[config.mk]
export PLATFORM = sky130hd
export DESIGN_NAME = sixch_frame_tx
export DESIGN_NICKNAME = d
export VERILOG_FILES = /design/src/rtl/sft_pkg.sv /design/src/rtl/sft_rate_div.sv /design/src/rtl/sft_ctrl.sv /design/src/rtl/sft_datapath.sv /design/src/rtl/sixch_frame_tx.sv
export SDC_FILE = /design/constraint.sdc
export NUM_CORES = 1
export LEC_CHECK = 0
export BUFFER_PORTS_ARGS = -buffer_cell sky130_fd_sc_hd__buf_2
export CORE_MARGIN = 1
export CORE_UTILIZATION = 50
export DETAILED_ROUTE_END_ITERATION = 8
export GPL_ROUTABILITY_DRIVEN = 0
export PLACE_DENSITY = 0.76
export SYNTH_ARGS = -nofsm -noshare
export SYNTH_HDL_FRONTEND = slang
export SYNTH_SLANG_ARGS = --single-unit
[constraint.sdc]
create_clock -name clk -period 1.9 [get_ports clk]
set_clock_uncertainty 0.15 [all_clocks]
set_input_delay 0.095 -clock clk [delete_from_list [all_inputs] [get_ports clk]]
set_output_delay 0.095 -clock clk [all_outputs]
set_load 0.01 [all_outputs]
[src/rtl/sft_pkg.sv]
package sft_pkg;

  typedef enum logic [1:0] {
    ST_IDLE  = 2'd0,
    ST_SYNC  = 2'd1,
    ST_SHIFT = 2'd2
  } txState_t;

  // Strobes from the sequencer to the shadow/shift datapath
  typedef struct packed {
    logic capture;  // copy parallel words into the shadow register
    logic shift;    // advance by one bit at a serial period boundary
    logic emit;     // burst active: drive shadow MSB onto the line
  } dpStrobes_t;

endpackage

[src/rtl/sft_rate_div.sv]
module sft_rate_div #(
  parameter int CLK_DIV = 4
) (
  input  logic clk,
  input  logic rstN,
  input  logic run,
  output logic periodEnd,
  output logic highPhase
);
  localparam int CNT_W = (CLK_DIV > 2) ? $clog2(CLK_DIV) : 1;
  localparam int HALF  = CLK_DIV / 2;

  logic [CNT_W-1:0] phaseCnt;

  assign periodEnd = (phaseCnt == CNT_W'(CLK_DIV - 1));
  assign highPhase = (phaseCnt >= CNT_W'(HALF));

  always_ff @(posedge clk or negedge rstN) begin
    if (!rstN) begin
      phaseCnt <= '0;
    end else if (!run || periodEnd) begin
      phaseCnt <= '0;
    end else begin
      phaseCnt <= phaseCnt + 1'b1;
    end
  end
endmodule

[src/rtl/sft_ctrl.sv]
module sft_ctrl
  import sft_pkg::*;
#(
  parameter int TOTAL_BITS = 96
) (
  input  logic       clk,
  input  logic       rstN,
  input  logic       startReq,
  input  logic       periodEnd,
  input  logic       highPhase,
  output logic       run,
  output dpStrobes_t strobes,
  output logic       sClk,
  output logic       fSync,
  output logic       busy
);
  localparam int BIT_W = $clog2(TOTAL_BITS);

  txState_t         state;
  logic [BIT_W-1:0] bitCnt;
  logic             lastBit;

  assign lastBit = (bitCnt == BIT_W'(TOTAL_BITS - 1));
  assign run     = (state != ST_IDLE);

  always_ff @(posedge clk or negedge rstN) begin
    if (!rstN) begin
      state  <= ST_IDLE;
      bitCnt <= '0;
    end else begin
      unique case (state)
        ST_IDLE: begin
          bitCnt <= '0;
          if (startReq) state <= ST_SYNC;
        end
        ST_SYNC: begin
          if (periodEnd) state <= ST_SHIFT;
        end
        ST_SHIFT: begin
          if (periodEnd) begin
            if (lastBit) begin
              state  <= ST_IDLE;
              bitCnt <= '0;
            end else begin
              bitCnt <= bitCnt + 1'b1;
            end
          end
        end
        default: state <= ST_IDLE;
      endcase
    end
  end

  always_comb begin
    strobes.capture = (state == ST_IDLE) && startReq;
    strobes.shift   = (state == ST_SHIFT) && periodEnd;
    strobes.emit    = (state == ST_SHIFT);
  end

  assign sClk  = (state == ST_SHIFT) && highPhase;
  assign fSync = (state == ST_SYNC);
  assign busy  = run;
endmodule

[src/rtl/sft_datapath.sv]
module sft_datapath
  import sft_pkg::*;
#(
  parameter int WORD_W    = 16,
  parameter int NUM_WORDS = 6
) (
  input  logic                          clk,
  input  logic                          rstN,
  input  logic [NUM_WORDS*WORD_W-1:0]   loadWords,
  input  dpStrobes_t                    strobes,
  output logic                          sData
);
  localparam int FRAME_W = NUM_WORDS * WORD_W;

  logic [FRAME_W-1:0] loadImage;
  logic [FRAME_W-1:0] shadow;

  // Word 0 goes to the top of the shadow so that it leaves first
  for (genvar w = 0; w < NUM_WORDS; w++) begin : g_order
    assign loadImage[FRAME_W-1-w*WORD_W -: WORD_W] = loadWords[w*WORD_W +: WORD_W];
  end

  always_ff @(posedge clk or negedge rstN) begin
    if (!rstN) begin
      shadow <= '0;
    end else if (strobes.capture) begin
      shadow <= loadImage;
    end else if (strobes.shift) begin
      shadow <= {shadow[FRAME_W-2:0], 1'b0};
    end
  end

  assign sData = strobes.emit & shadow[FRAME_W-1];
endmodule

[src/rtl/sixch_frame_tx.sv]
module sixch_frame_tx
  import sft_pkg::*;
#(
  parameter int WORD_W    = 16,
  parameter int NUM_WORDS = 6,
  parameter int CLK_DIV   = 4
) (
  input  logic                        clk,
  input  logic                        rstN,
  input  logic                        startReq,
  input  logic [NUM_WORDS*WORD_W-1:0] loadWords,
  output logic                        sClk,
  output logic                        fSync,
  output logic                        sData,
  output logic                        busy
);
  localparam int TOTAL_BITS = NUM_WORDS * WORD_W;

  logic       run;
  logic       periodEnd;
  logic       highPhase;
  dpStrobes_t strobes;

  sft_rate_div #(.CLK_DIV(CLK_DIV)) u_rate_div (
    .clk       (clk),
    .rstN      (rstN),
    .run       (run),
    .periodEnd (periodEnd),
    .highPhase (highPhase)
  );

  sft_ctrl #(.TOTAL_BITS(TOTAL_BITS)) u_ctrl (
    .clk       (clk),
    .rstN      (rstN),
    .startReq  (startReq),
    .periodEnd (periodEnd),
    .highPhase (highPhase),
    .run       (run),
    .strobes   (strobes),
    .sClk      (sClk),
    .fSync     (fSync),
    .busy      (busy)
  );

  sft_datapath #(.WORD_W(WORD_W), .NUM_WORDS(NUM_WORDS)) u_datapath (
    .clk       (clk),
    .rstN      (rstN),
    .loadWords (loadWords),
    .strobes   (strobes),
    .sData     (sData)
  );
endmodule

=== Word level (Yosys, flattened, before mapping) ===
Index checks and enable logic that the tools add are counted.

* Flip-flop bits (word level): 107
* Input bits: 99
* Logic and storage cells: 38

* $add $sub $neg: 2
* Order comparisons: 1
* Equality and inequality tests: 8
* Mux-type cells: 11
* Bitwise operators: 1
* Reductions and logical operators: 11

{| class="wikitable"
|+ Operators with widths
! kind !! number
|-
| two-way mux 96 bit || 2
|-
| two-way mux 7 bit || 2
|-
| one-hot mux 7 bit (2 select lines) || 1
|-
| two-way mux 2 bit || 5
|-
| adder 7 x 1 -> 7 bit, second input constant || 1
|-
| equality test 7 bit, second input constant || 1
|-
| != test 2 bit, second input constant || 3
|-
| one-hot mux 2 bit (3 select lines) || 1
|-
| nonzero test 2 bit || 3
|-
| equality test 2 bit, second input constant || 2
|-
| AND reduction 4 bit || 1
|-
| logical AND 1 bit || 3
|-
| adder 2 x 1 -> 2 bit, second input constant || 1
|-
| equality test 2 x 1 -> 1 bit, second input constant || 1
|-
| greater-or-equal comparator 2 bit, second input constant || 1
|-
| logical NOT 2 bit || 1
|-
| != test 2 x 1 -> 1 bit, second input constant || 1
|-
| AND reduction 2 bit || 1
|-
| bitwise AND 1 bit || 1
|-
| logical NOT 1 bit || 1
|-
| logical OR 1 bit || 1
|}

=== Longest topological paths before layout ===
Gate-level depths: netlist (run 1).

* Word-level depth: 4
* Depth in mapped cells: 7

=== Modules after synthesis ===
A second synthesis (run 1) with hierarchy kept.

* Cell total of the unflattened synthesis: 486
* Area total of the unflattened synthesis: 5093.6 um2

{| class="wikitable"
|+ By module, submodules not included
! module !! times used !! cells an instance !! area an instance (um2) !! seq. area each (um2)
|-
| sft_datapath || 1 || 417 || 4423.0 || 2402.3
|-
| sft_ctrl || 1 || 61 || 560.5 || 225.2
|-
| sft_rate_div || 1 || 8 || 110.1 || 50.0
|}

=== Worst setup path after synthesis (run 1) ===
No wires, ideal clock.

* Path type: register to register
* Start: register u_ctrl.state[1]
* End: register u_datapath.shadow[40]
* Setup time: 0.132 ns
* Data arrival time: 1.544 ns
* Slack: 0.074 ns
* Cell stages (with the launch flop): 8
* Buffers on the path: 4
* Period minus slack after synthesis: 1.826 ns
* Cells stage by stage: dfrtp_1 buf_2 or3b_1 buf_2 buf_4 buf_1 nand3_1 o21ai_1

* Cells in the longest elaborated chain, start to end: 3
* Elaborated cells between the ends (all ways): 6
* Classes of those cells: eq/ne (1); mux (1); reduce/logical (4)

{| class="wikitable"
|+ Ends and longest elaborated chain
! what !! RTL line !! RTL
|-
| start, declared || sft_ctrl.sv:19 || <nowiki>txState_t state;</nowiki>
|-
| start signal, assigned || sft_ctrl.sv:28 || <nowiki>state <= ST_IDLE;</nowiki>
|-
| start signal, assigned || sft_ctrl.sv:34 || <nowiki>if (startReq) state <= ST_SYNC;</nowiki>
|-
| start signal, assigned || sft_ctrl.sv:37 || <nowiki>if (periodEnd) state <= ST_SHIFT;</nowiki>
|-
| equality test 2 bit or logical NOT 2 bit (tied branches) || sft_ctrl.sv:56, sft_ctrl.sv:55 ||
|-
| logical AND 1 bit (on tied branches) || sft_ctrl.sv:56, sft_ctrl.sv:55 ||
|-
| nonzero test 2 bit (no line) or two-way mux 96 bit (tied branches) || -- ||
|-
| end signal, assigned || sft_datapath.sv:27 || <nowiki>shadow <= loadImage;</nowiki>
|-
| end signal, assigned || sft_datapath.sv:29 || <nowiki>shadow <= {shadow[FRAME_W-2:0], 1'b0};</nowiki>
|-
| end, declared || sft_datapath.sv:16 || <nowiki>logic [FRAME_W-1:0] shadow;</nowiki>
|}

Several ways; a longest one is shown, not always the timed one.
A chain may end at the register's enable or synchronous reset.

=== Worst setup path after layout (run 1) ===
* Start: register u_ctrl.state[1]
* End: register u_datapath.shadow[75]

The elaborated chain is that of the path after synthesis.

==> results, run 1 <==
- In the final layout, the multi-input gates occupy 2240 µm².
- In this run the register-to-register setup slack is 0.08 ns.
- The maximum vdd drop is 0.000440 V.
- The detail route stage leaves a number of antenna-violating nets equal to 0.
- The overall fraction of global-route tracks in use is 24.7%.
- The max-slew violation count is 0.
- The ratio of routed vias to standard cells is 5.56.
- The width of the die is 104 µm.
- The tool flagged a number of max-cap violations equal to 0.
- The highest layer used for signal routing is met4.
- The fraction of the cycle the final worst path needs is 95.9%.
- The overall overflow remaining after global route is 0.
- The tree is rooted in a sky130_fd_sc_hd__clkbuf_8.
- The flow ran to the end, and the final reports show no timing, DRC or antenna violations.
- The startpoint type of the worst setup path is a flip-flop.
- Once the clock tree was built, the setup fixing pass inserted 0 buffers.
- The final critical-path required period is 1.82 ns.
- The average instance in the mapped netlist occupies 10.5 µm².
- Synthesis handed over a netlist of 493 instances.
- The instance area after placement is 5810 µm².
- The I/O pin count is 103.
- The maximum buffer depth of the clock tree is 2.
- Setup violations remaining at the end of the flow were counted as 0.
- The stage delay of the slowest cell on the critical path is 0.51 ns.
- The floorplan step set the die height to 104 µm.
- Including well taps, the total number of placed cells is 699.
- The worst setup path is captured at a flip-flop.
- The die covers 10700 µm².
- TritonCTS built the clock tree.
- Synthesis instantiated 33 different standard cells from the library.
- The min-delay analysis places its worst path in the category in -> async.
- The cell leakage power is 3.72 nW.
- The storage element area is 2680 µm².
- After floorplanning, the core was divided into 36 placement rows.
- The detailed router's first-iteration violation count is 398.
- The first TritonRoute pass finished after 5 iterations.
- Of all flip-flops after synthesis, the portion carrying an async set or reset was 100%.
- The Yosys step of the flow raised 0 warnings.
- With fillers left out, the area of the finished cells amounts to 7040 µm².
- The number of antenna diodes is 0.
- After detailed routing, the number of remaining DRC violations is 0.
- The number of nets in the final layout is 777.
- The worst path required time is 2.01 ns.
- The via count of the first global-routing pass is 4438.
- In this design, the largest share of critical-path delay is due to simple AND/OR/NAND/NOR gates.
- Entering global routing, the biggest net connects 108 pins.
- Based on the critical path, the design can be clocked at up to 549 MHz.
- TritonCTS created 9 clock buffers.
- Setup repair after global routing left no endpoint under its margin.
- Together, buffers and inverters on the worst path number 1.
- The wire length of the first global-routing pass is 21.3 mm.
- The number of vias after detailed routing is 4519.
- For this block, wires on met1 add up to 5.60 mm.
- When the netlist entered floorplanning its net count stood at 595.
- The slew at the pin with the worst max-slew slack is 0.563 ns.
- Counting the fill cells in the layout gives 682.
- The critical path goes through or3b_4 -> buf_16 -> mux2i_1 -> o21ai_0.
- The slowest cell on the critical path is sky130_fd_sc_hd__or3b_4.
- The count of flip-flops with a built-in enable after synthesis is 0.
- The data arrival time of the worst path is 1.94 ns.
- The area added between synthesis and finish is 36.5%.
- The critical-path maximum fanout is 44.
- After detailed routing, the met3 layer carries 644 µm of wire.
- The cell area that synthesis handed to floorplanning was 5150 µm².
- The non-filler instance count after layout is 813.
- The final hold violation count came to 0.
- The core region area is 9860 µm².
- The type of the worst setup path is reg -> reg.
- The latest clock arrival within the worst-skew pair is 0.36 ns.
- The final wirelength is 13.1 mm.
- The clock-pin slew on the worst setup and hold paths is 0.11 ns.
- The post-synthesis register bit count is 107.
- The number of buffer cells added on primary ports is 102.
- In the final routed layout, each cell accounts on average for 16.1 µm.
- The worst max-slew margin expressed relative to the limit is 62.5%.
- Detailed routing placed a total of 6.73 mm of wire on met2.
- Dividing total power by cell area gives a power density of 612 nW/µm².
- The initial antenna violation count is 0.
- The total number of H-tree levels is 3.
- The most frequently used flop master after synthesis is sky130_fd_sc_hd__dfrtp_1.
- The post-route netlist has 20.3% of its cells at a drive strength greater than 1.
- Across all hold checks on the routed design, the worst slack comes to 0.178 ns.
- The fraction of the yosys area taken by sequential cells is 51.9%.
- Summed over all failing endpoints, the final setup total negative slack is 0 ns.
- The sum of net half-perimeters after detailed placement is 7.05 mm.
- For this configuration, the core starts out at a cell density of 52.3%.
- The tree built by TritonCTS fans out to 107 sinks.
state kept, by name (all words and copies together) (netlist names):
| register | flops |
|---|---|
| u_ctrl.bitCnt | 7 |
| u_ctrl.state | 2 |
| u_datapath.shadow | 96 |
| u_rate_div.phaseCnt | 2 |
routing by layer:
layer,global-route usage [%],vias up
met5,0,-
met2,44.0,130
li1,-,2148
met4,5.90,0
met3,5.48,16
met1,30.5,2225
cells in the final DEF, fill, tap and decap left out, types with 2 or more instances in the layout:
cell type,Yosys,final
sky130_fd_sc_hd__nand3b_1,2,2
sky130_fd_sc_hd__nand3_1,100,100
sky130_fd_sc_hd__buf_12,0,5
sky130_fd_sc_hd__nor2b_1,2,2
sky130_fd_sc_hd__buf_4,1,9
sky130_fd_sc_hd__nand2_1,5,5
sky130_fd_sc_hd__o21ai_1,45,45
sky130_fd_sc_hd__inv_6,0,2
sky130_fd_sc_hd__nor3_1,3,3
sky130_fd_sc_hd__nand2b_1,3,3
sky130_fd_sc_hd__buf_2,11,101
sky130_fd_sc_hd__ha_1,3,3
sky130_fd_sc_hd__inv_1,5,5
sky130_fd_sc_hd__nor2_1,4,4
sky130_fd_sc_hd__dlygate4sd3_1,0,97
sky130_fd_sc_hd__dfrtp_1,107,107
sky130_fd_sc_hd__o31ai_1,2,2
sky130_fd_sc_hd__or3_1,3,3
sky130_fd_sc_hd__clkbuf_8,0,10
sky130_fd_sc_hd__o21ai_0,56,56
sky130_fd_sc_hd__mux2i_1,95,95
metrics by stage:
step | power [mW] | utilization (%) | setup slack (ns)
after floorplan | 2.51 | - | 0.0736
after global placement | 2.68 | 58.9 | 0.183
after detailed placement | 2.69 | 58.9 | 0.0866
after CTS | 4.33 | 71.0 | 0.0542
after global routing | 4.49 | 71.3 | 0.00307
final | 4.31 | 71.3 | 0.0780
final timing paths:
path / start / endpoint / cells past startpoint
min in group clk: startReq / u_datapath.shadow[50]$_DFFE_PN0P_ / 5
hold / removal: rstN / u_datapath.shadow[36]$_DFFE_PN0P_ / 3
setup / recovery: u_ctrl.state[1]$_DFFE_PN0P_ / u_datapath.shadow[75]$_DFFE_PN0P_ / 4
max in group asynchronous: rstN / u_datapath.shadow[88]$_DFFE_PN0P_ / 3
hold reg to reg: u_rate_div.phaseCnt[0]$_DFF_PN0_ / u_rate_div.phaseCnt[0]$_DFF_PN0_ / 1
setup reg to reg: u_ctrl.state[1]$_DFFE_PN0P_ / u_datapath.shadow[75]$_DFFE_PN0P_ / 4
worst register-to-register path, stage by stage, from the launching register on:
cell                      delay [ns]
sky130_fd_sc_hd__dfrtp_1        0.40
sky130_fd_sc_hd__or3b_4         0.51
sky130_fd_sc_hd__buf_16         0.25
sky130_fd_sc_hd__mux2i_1        0.19
sky130_fd_sc_hd__o21ai_0        0.24
where the power goes:
part	leakage, nW	internal (mW)	total [mW]	switching [mW]
Combinational	2.19	0.265	0.431	0.166
Sequential	1.42	2.35	2.39	0.0402
Clock	0.108	0.675	1.49	0.816
final cells by class:
cell class	instances	area share, %
clock inverters	6	1.17
clock buffers	10	1.96
repair buffers	215	24.3
flip-flops and latches	107	38.1
multi-input cells	337	31.9
inverters	5	0.267
well taps	133	2.37
cells in the mapped netlist (2+ instances only):
library cell / instances / share of area (%)
sky130_fd_sc_hd__nor3_1: 3 / 0.29
sky130_fd_sc_hd__o21ai_0: 56 / 5.4
sky130_fd_sc_hd__nand2b_1: 3 / 0.36
sky130_fd_sc_hd__buf_1: 6 / 0.44
sky130_fd_sc_hd__ha_1: 3 / 0.73
sky130_fd_sc_hd__clkbuf_1: 20 / 1.5
sky130_fd_sc_hd__buf_6: 6 / 1.3
sky130_fd_sc_hd__o21ai_1: 45 / 4.4
sky130_fd_sc_hd__nor2_1: 4 / 0.29
sky130_fd_sc_hd__buf_2: 11 / 1.1
sky130_fd_sc_hd__o31ai_1: 2 / 0.29
sky130_fd_sc_hd__a21oi_1: 2 / 0.19
sky130_fd_sc_hd__or3_1: 3 / 0.36
sky130_fd_sc_hd__nand2_1: 5 / 0.36
sky130_fd_sc_hd__dfrtp_1: 107 / 52
sky130_fd_sc_hd__nor2b_1: 2 / 0.24
sky130_fd_sc_hd__nand3_1: 100 / 9.7
sky130_fd_sc_hd__mux2i_1: 95 / 18
sky130_fd_sc_hd__inv_1: 5 / 0.36
sky130_fd_sc_hd__nand3b_1: 2 / 0.29
cells by family after synthesis:
group	Yosys count	synth area share [%]
buffers and inverters	49	4.78
adders and majority gates	3	0.728
AOI/OAI and AO/OA	111	11.2
and+or+nand+nor	128	12.9
muxes	95	18.4
DFF	107	51.9
repair_timing:
action | 4_1_cts | 5_1_grt
hold buffers | 97 | 0
resized for setup | 0 | 2
endpoints found under the setup margin | 0 | 42
hold endpoints to repair | 203 | 0
(Power assumes the default switching activity.)
==> run 2: changes to the inputs <==
Settings changed: GPL_TIMING_DRIVEN set to 0, REMOVE_ABC_BUFFERS set to 1.
==> run 2 against run 1 <==
Sequential power hardly changed; sequential share of layout area down 0.90 points; clock-buffer cell count increased by 2; sequential cell count unchanged; final cell count rose by 2.0%; routed wire length rose by 4.6%; power shrank 2.7%; largest power group unchanged.
==> results, run 2 (synthesis results as in run 1) <==
- The run finished with clean final reports.
- The highest achievable clock rate is 535 MHz.
- After detailed placement, the total cell area comes to 5840 µm².
- The first global-routing pass estimated 22.5 mm of wire.
- The die is 104 µm tall.
- The slowest cell on the critical path is sky130_fd_sc_hd__dfrtp_2.
- The part of the power in registers is 56.9%.
- The overall overflow remaining after global route is 0.
- The class of the tightest hold or removal check is in -> reg.
- Summing over every cut layer, the via total after detailed routing is 4618.
- The buffer cell driving the clock tree root is sky130_fd_sc_hd__clkbuf_8.
- After clock tree synthesis, the clock-pin slew on the worst setup and hold paths is 0.10 ns.
- Entering global routing, the biggest net connects 70 pins.
- The register ranked first by flip-flop count is u_datapath.shadow.
- The worst path needs 1.87 ns of the cycle, external delays included.
- The initial core utilization is 52.3%.
- After the first detailed-routing iteration, the DRC count stood at 317.
- The initial antenna violation count is 0.
- The final wirelength is 13.7 mm.
- The via count of the first global-routing pass was 4704.
- The type of the worst setup path is reg -> reg.
- The minimum setup slack in the final design is 0.0319 ns.
- With fillers left out, the area of the finished cells amounts to 7210 µm².
- Per report_power, the combinational group accounts for 10.3% of the total.
- The count of maximum capacitance violations is 0.
- Net switching is 23.5% of the power.
- Data on the critical path arrives at its endpoint at 1.97 ns.
- The worst path required time is 2.00 ns.
- The ratio of routed vias to standard cells is 5.57.
- The worst hold margin is 0.159 ns.
- The net switching power of the design is 986 µW.
- The final hold violation count was 0.
- OpenSTA, run right after detailed placement, puts the worst setup slack at -0.583 ns.
- TritonCTS built the clock tree.
- Clock tree synthesis inserted a total of 9 buffers.
- The area growth from synthesis to layout is 39.9%.
- The most common cell after layout, fill and taps aside is sky130_fd_sc_hd__dfrtp_1.
- The power per unit of standard cell area is 581 nW/µm².
- The cell leakage power is 3.79 nW.
- The total buffers and inverters traversed by the critical path is 1.
- The dominant delay contributor by cell family on the critical path is flip-flops.
- The number of antenna diodes in the final layout is 0.
- Power comes to 4.19 mW.
- The first detailed-routing pass took 4 iterations.
- The critical path capture point type is a flip-flop.
- The latest clock arrival within the worst-skew pair is 0.36 ns.
- The setup-violating endpoint count in the final report is 0.
- The flip-flop count of the largest register, all copies and words added is 96.
- The number of buffer cells added on primary ports is 102.
- The fraction of the cycle the final worst path needs is 98.3%.
- The TritonCTS sink count is 107.
- The HPWL after detailed placement is 7.20 mm.
- The share of cells above drive strength 1 is 22.7%.
- After routing, the total negative slack on setup checks comes to 0 ns.
- The total number of H-tree levels is 3.
- The slew at the pin with the worst max-slew slack is 0.763 ns.
- On the worst path, the slowest cell contributes a delay of 0.51 ns.
- The number of remaining DRC errors is 0.
- In this run the standard cell core region covers 9860 µm².
- In this run, the clock network consumes 32.8% of the power.
- The critical path goes through or3b_4 -> buf_16 -> mux2i_2 -> o21ai_1.
- The max-slew violation count was 0.
- The startpoint type of the worst setup path is a flip-flop.
- In the layout the commonest cells are 105 x sky130_fd_sc_hd__dfrtp_1, 101 x sky130_fd_sc_hd__buf_2, 100 x sky130_fd_sc_hd__nand3_1.
- Pin placement for this block handled 103 I/O pins.
- The number of cell rows is 36.
- The worst max-slew margin expressed relative to the limit is 49.1%.
- The floorplan step set the die width to 104 µm.
- The number of nets in the final layout is 793.
- The internal power of the cells totals 3.21 mW.
- The overall fraction of global-route tracks in use is 25.9%.
- The number of antenna-violating nets in the routed design is 0.
- The floorplan step defined a die boundary enclosing 10700 µm².
- The largest registers in the layout are u_datapath.shadow (96), u_ctrl.bitCnt (7).
- Of all nets on the critical path, the largest fanout is 69.
- The maximum vdd drop is 0.000344 V.
- The maximum buffer depth of the clock tree is 2.
- The routed wirelength normalized by instance count is 16.6 µm.
==> run 2: cell types whose count changed in the layout (fill, tap and decap cells not counted), moves of 2 or more <==
cell | previous run | this run
sky130_fd_sc_hd__buf_4 | 9 | 19
sky130_fd_sc_hd__dfrtp_2 | 0 | 2
sky130_fd_sc_hd__buf_16 | 1 | 5
sky130_fd_sc_hd__dfrtp_1 | 107 | 105
sky130_fd_sc_hd__buf_8 | 0 | 3
sky130_fd_sc_hd__inv_6 | 2 | 0
sky130_fd_sc_hd__clkinv_4 | 0 | 3
sky130_fd_sc_hd__or3b_4 | 1 | 4
sky130_fd_sc_hd__buf_12 | 5 | 2
sky130_fd_sc_hd__clkbuf_8 | 10 | 12
==> run 2: what timing repair did <==
| action | 4_1_cts | 5_1_grt |
|---|---|---|
| setup endpoints to repair | 100 | 64 |
| endpoints found under the hold margin | 154 | 0 |
| cloned | 2 | 1 |
| resized for setup | 5 | 4 |
| setup buffers | 8 | 11 |
| pin swaps | 3 | 2 |
| hold buffers | 97 | 0 |
==> run 2: worst min-delay path: cells and delay by family <==
family | cells | cell delay (ns)
AO/OA/AOI/OAI | 1 | 0.08
buffers and inverters | 1 | 0.15
AND/OR/NAND/NOR | 2 | 0.29
==> run 2: path summary, 6_finish.rpt <==
kind / start / endpoint / slack, ns / cells after the start
max in group asynchronous: rstN / u_datapath.shadow[49]$_DFFE_PN0P_ / 0.72 / 3
max reg2reg: u_ctrl.state[1]$_DFFE_PN0P_ / u_datapath.shadow[43]$_DFFE_PN0P_ / 0.03 / 4
max: u_ctrl.state[1]$_DFFE_PN0P_ / u_datapath.shadow[43]$_DFFE_PN0P_ / 0.03 / 4
min reg2reg: u_datapath.shadow[94]$_DFFE_PN0P_ / u_datapath.shadow[94]$_DFFE_PN0P_ / 0.36 / 2
min: startReq / u_datapath.shadow[50]$_DFFE_PN0P_ / 0.16 / 4
min in group asynchronous: rstN / u_datapath.shadow[95]$_DFFE_PN0P_ / 0.19 / 2
==> run 2: power groups by stage <==
stage	registers (mW)	logic (mW)	clock network, mW
2_1_floorplan	2.42	0.0936	0
3_3_place_gp	2.42	0.244	0
3_5_place_dp	2.43	0.264	0
4_1_cts	2.38	0.420	1.42
5_1_grt	2.39	0.479	1.50
6_report	2.39	0.431	1.37
==> run 2: per-layer routing <==
metal | vias to the layer above | GRT usage (%) | routed length, µm
li1 | 2197 | - | -
met1 | 2240 | 32.4 | 5840
met2 | 150 | 46.0 | 7010
met3 | 31 | 3.84 | 570
met4 | 0 | 8.49 | 300
met5 | - | 0 | 0
==> run 2: area by class of cell <==
class | instances | area (µm²)
clock buffer | 12 | 165
clock inverter | 4 | 33.8
fill | 695 | 2650
inverter | 5 | 18.8
multi-input combinational | 340 | 2300
sequential | 107 | 2680
tap | 133 | 166
timing repair buffer | 228 | 1850
==> run 2: through the flow <==
step	utilization, %	cells
floorplan	-	449
global placement	56.8	684
detailed placement	59.2	694
CTS	72.1	817
global route	73.1	829
finish	73.1	829
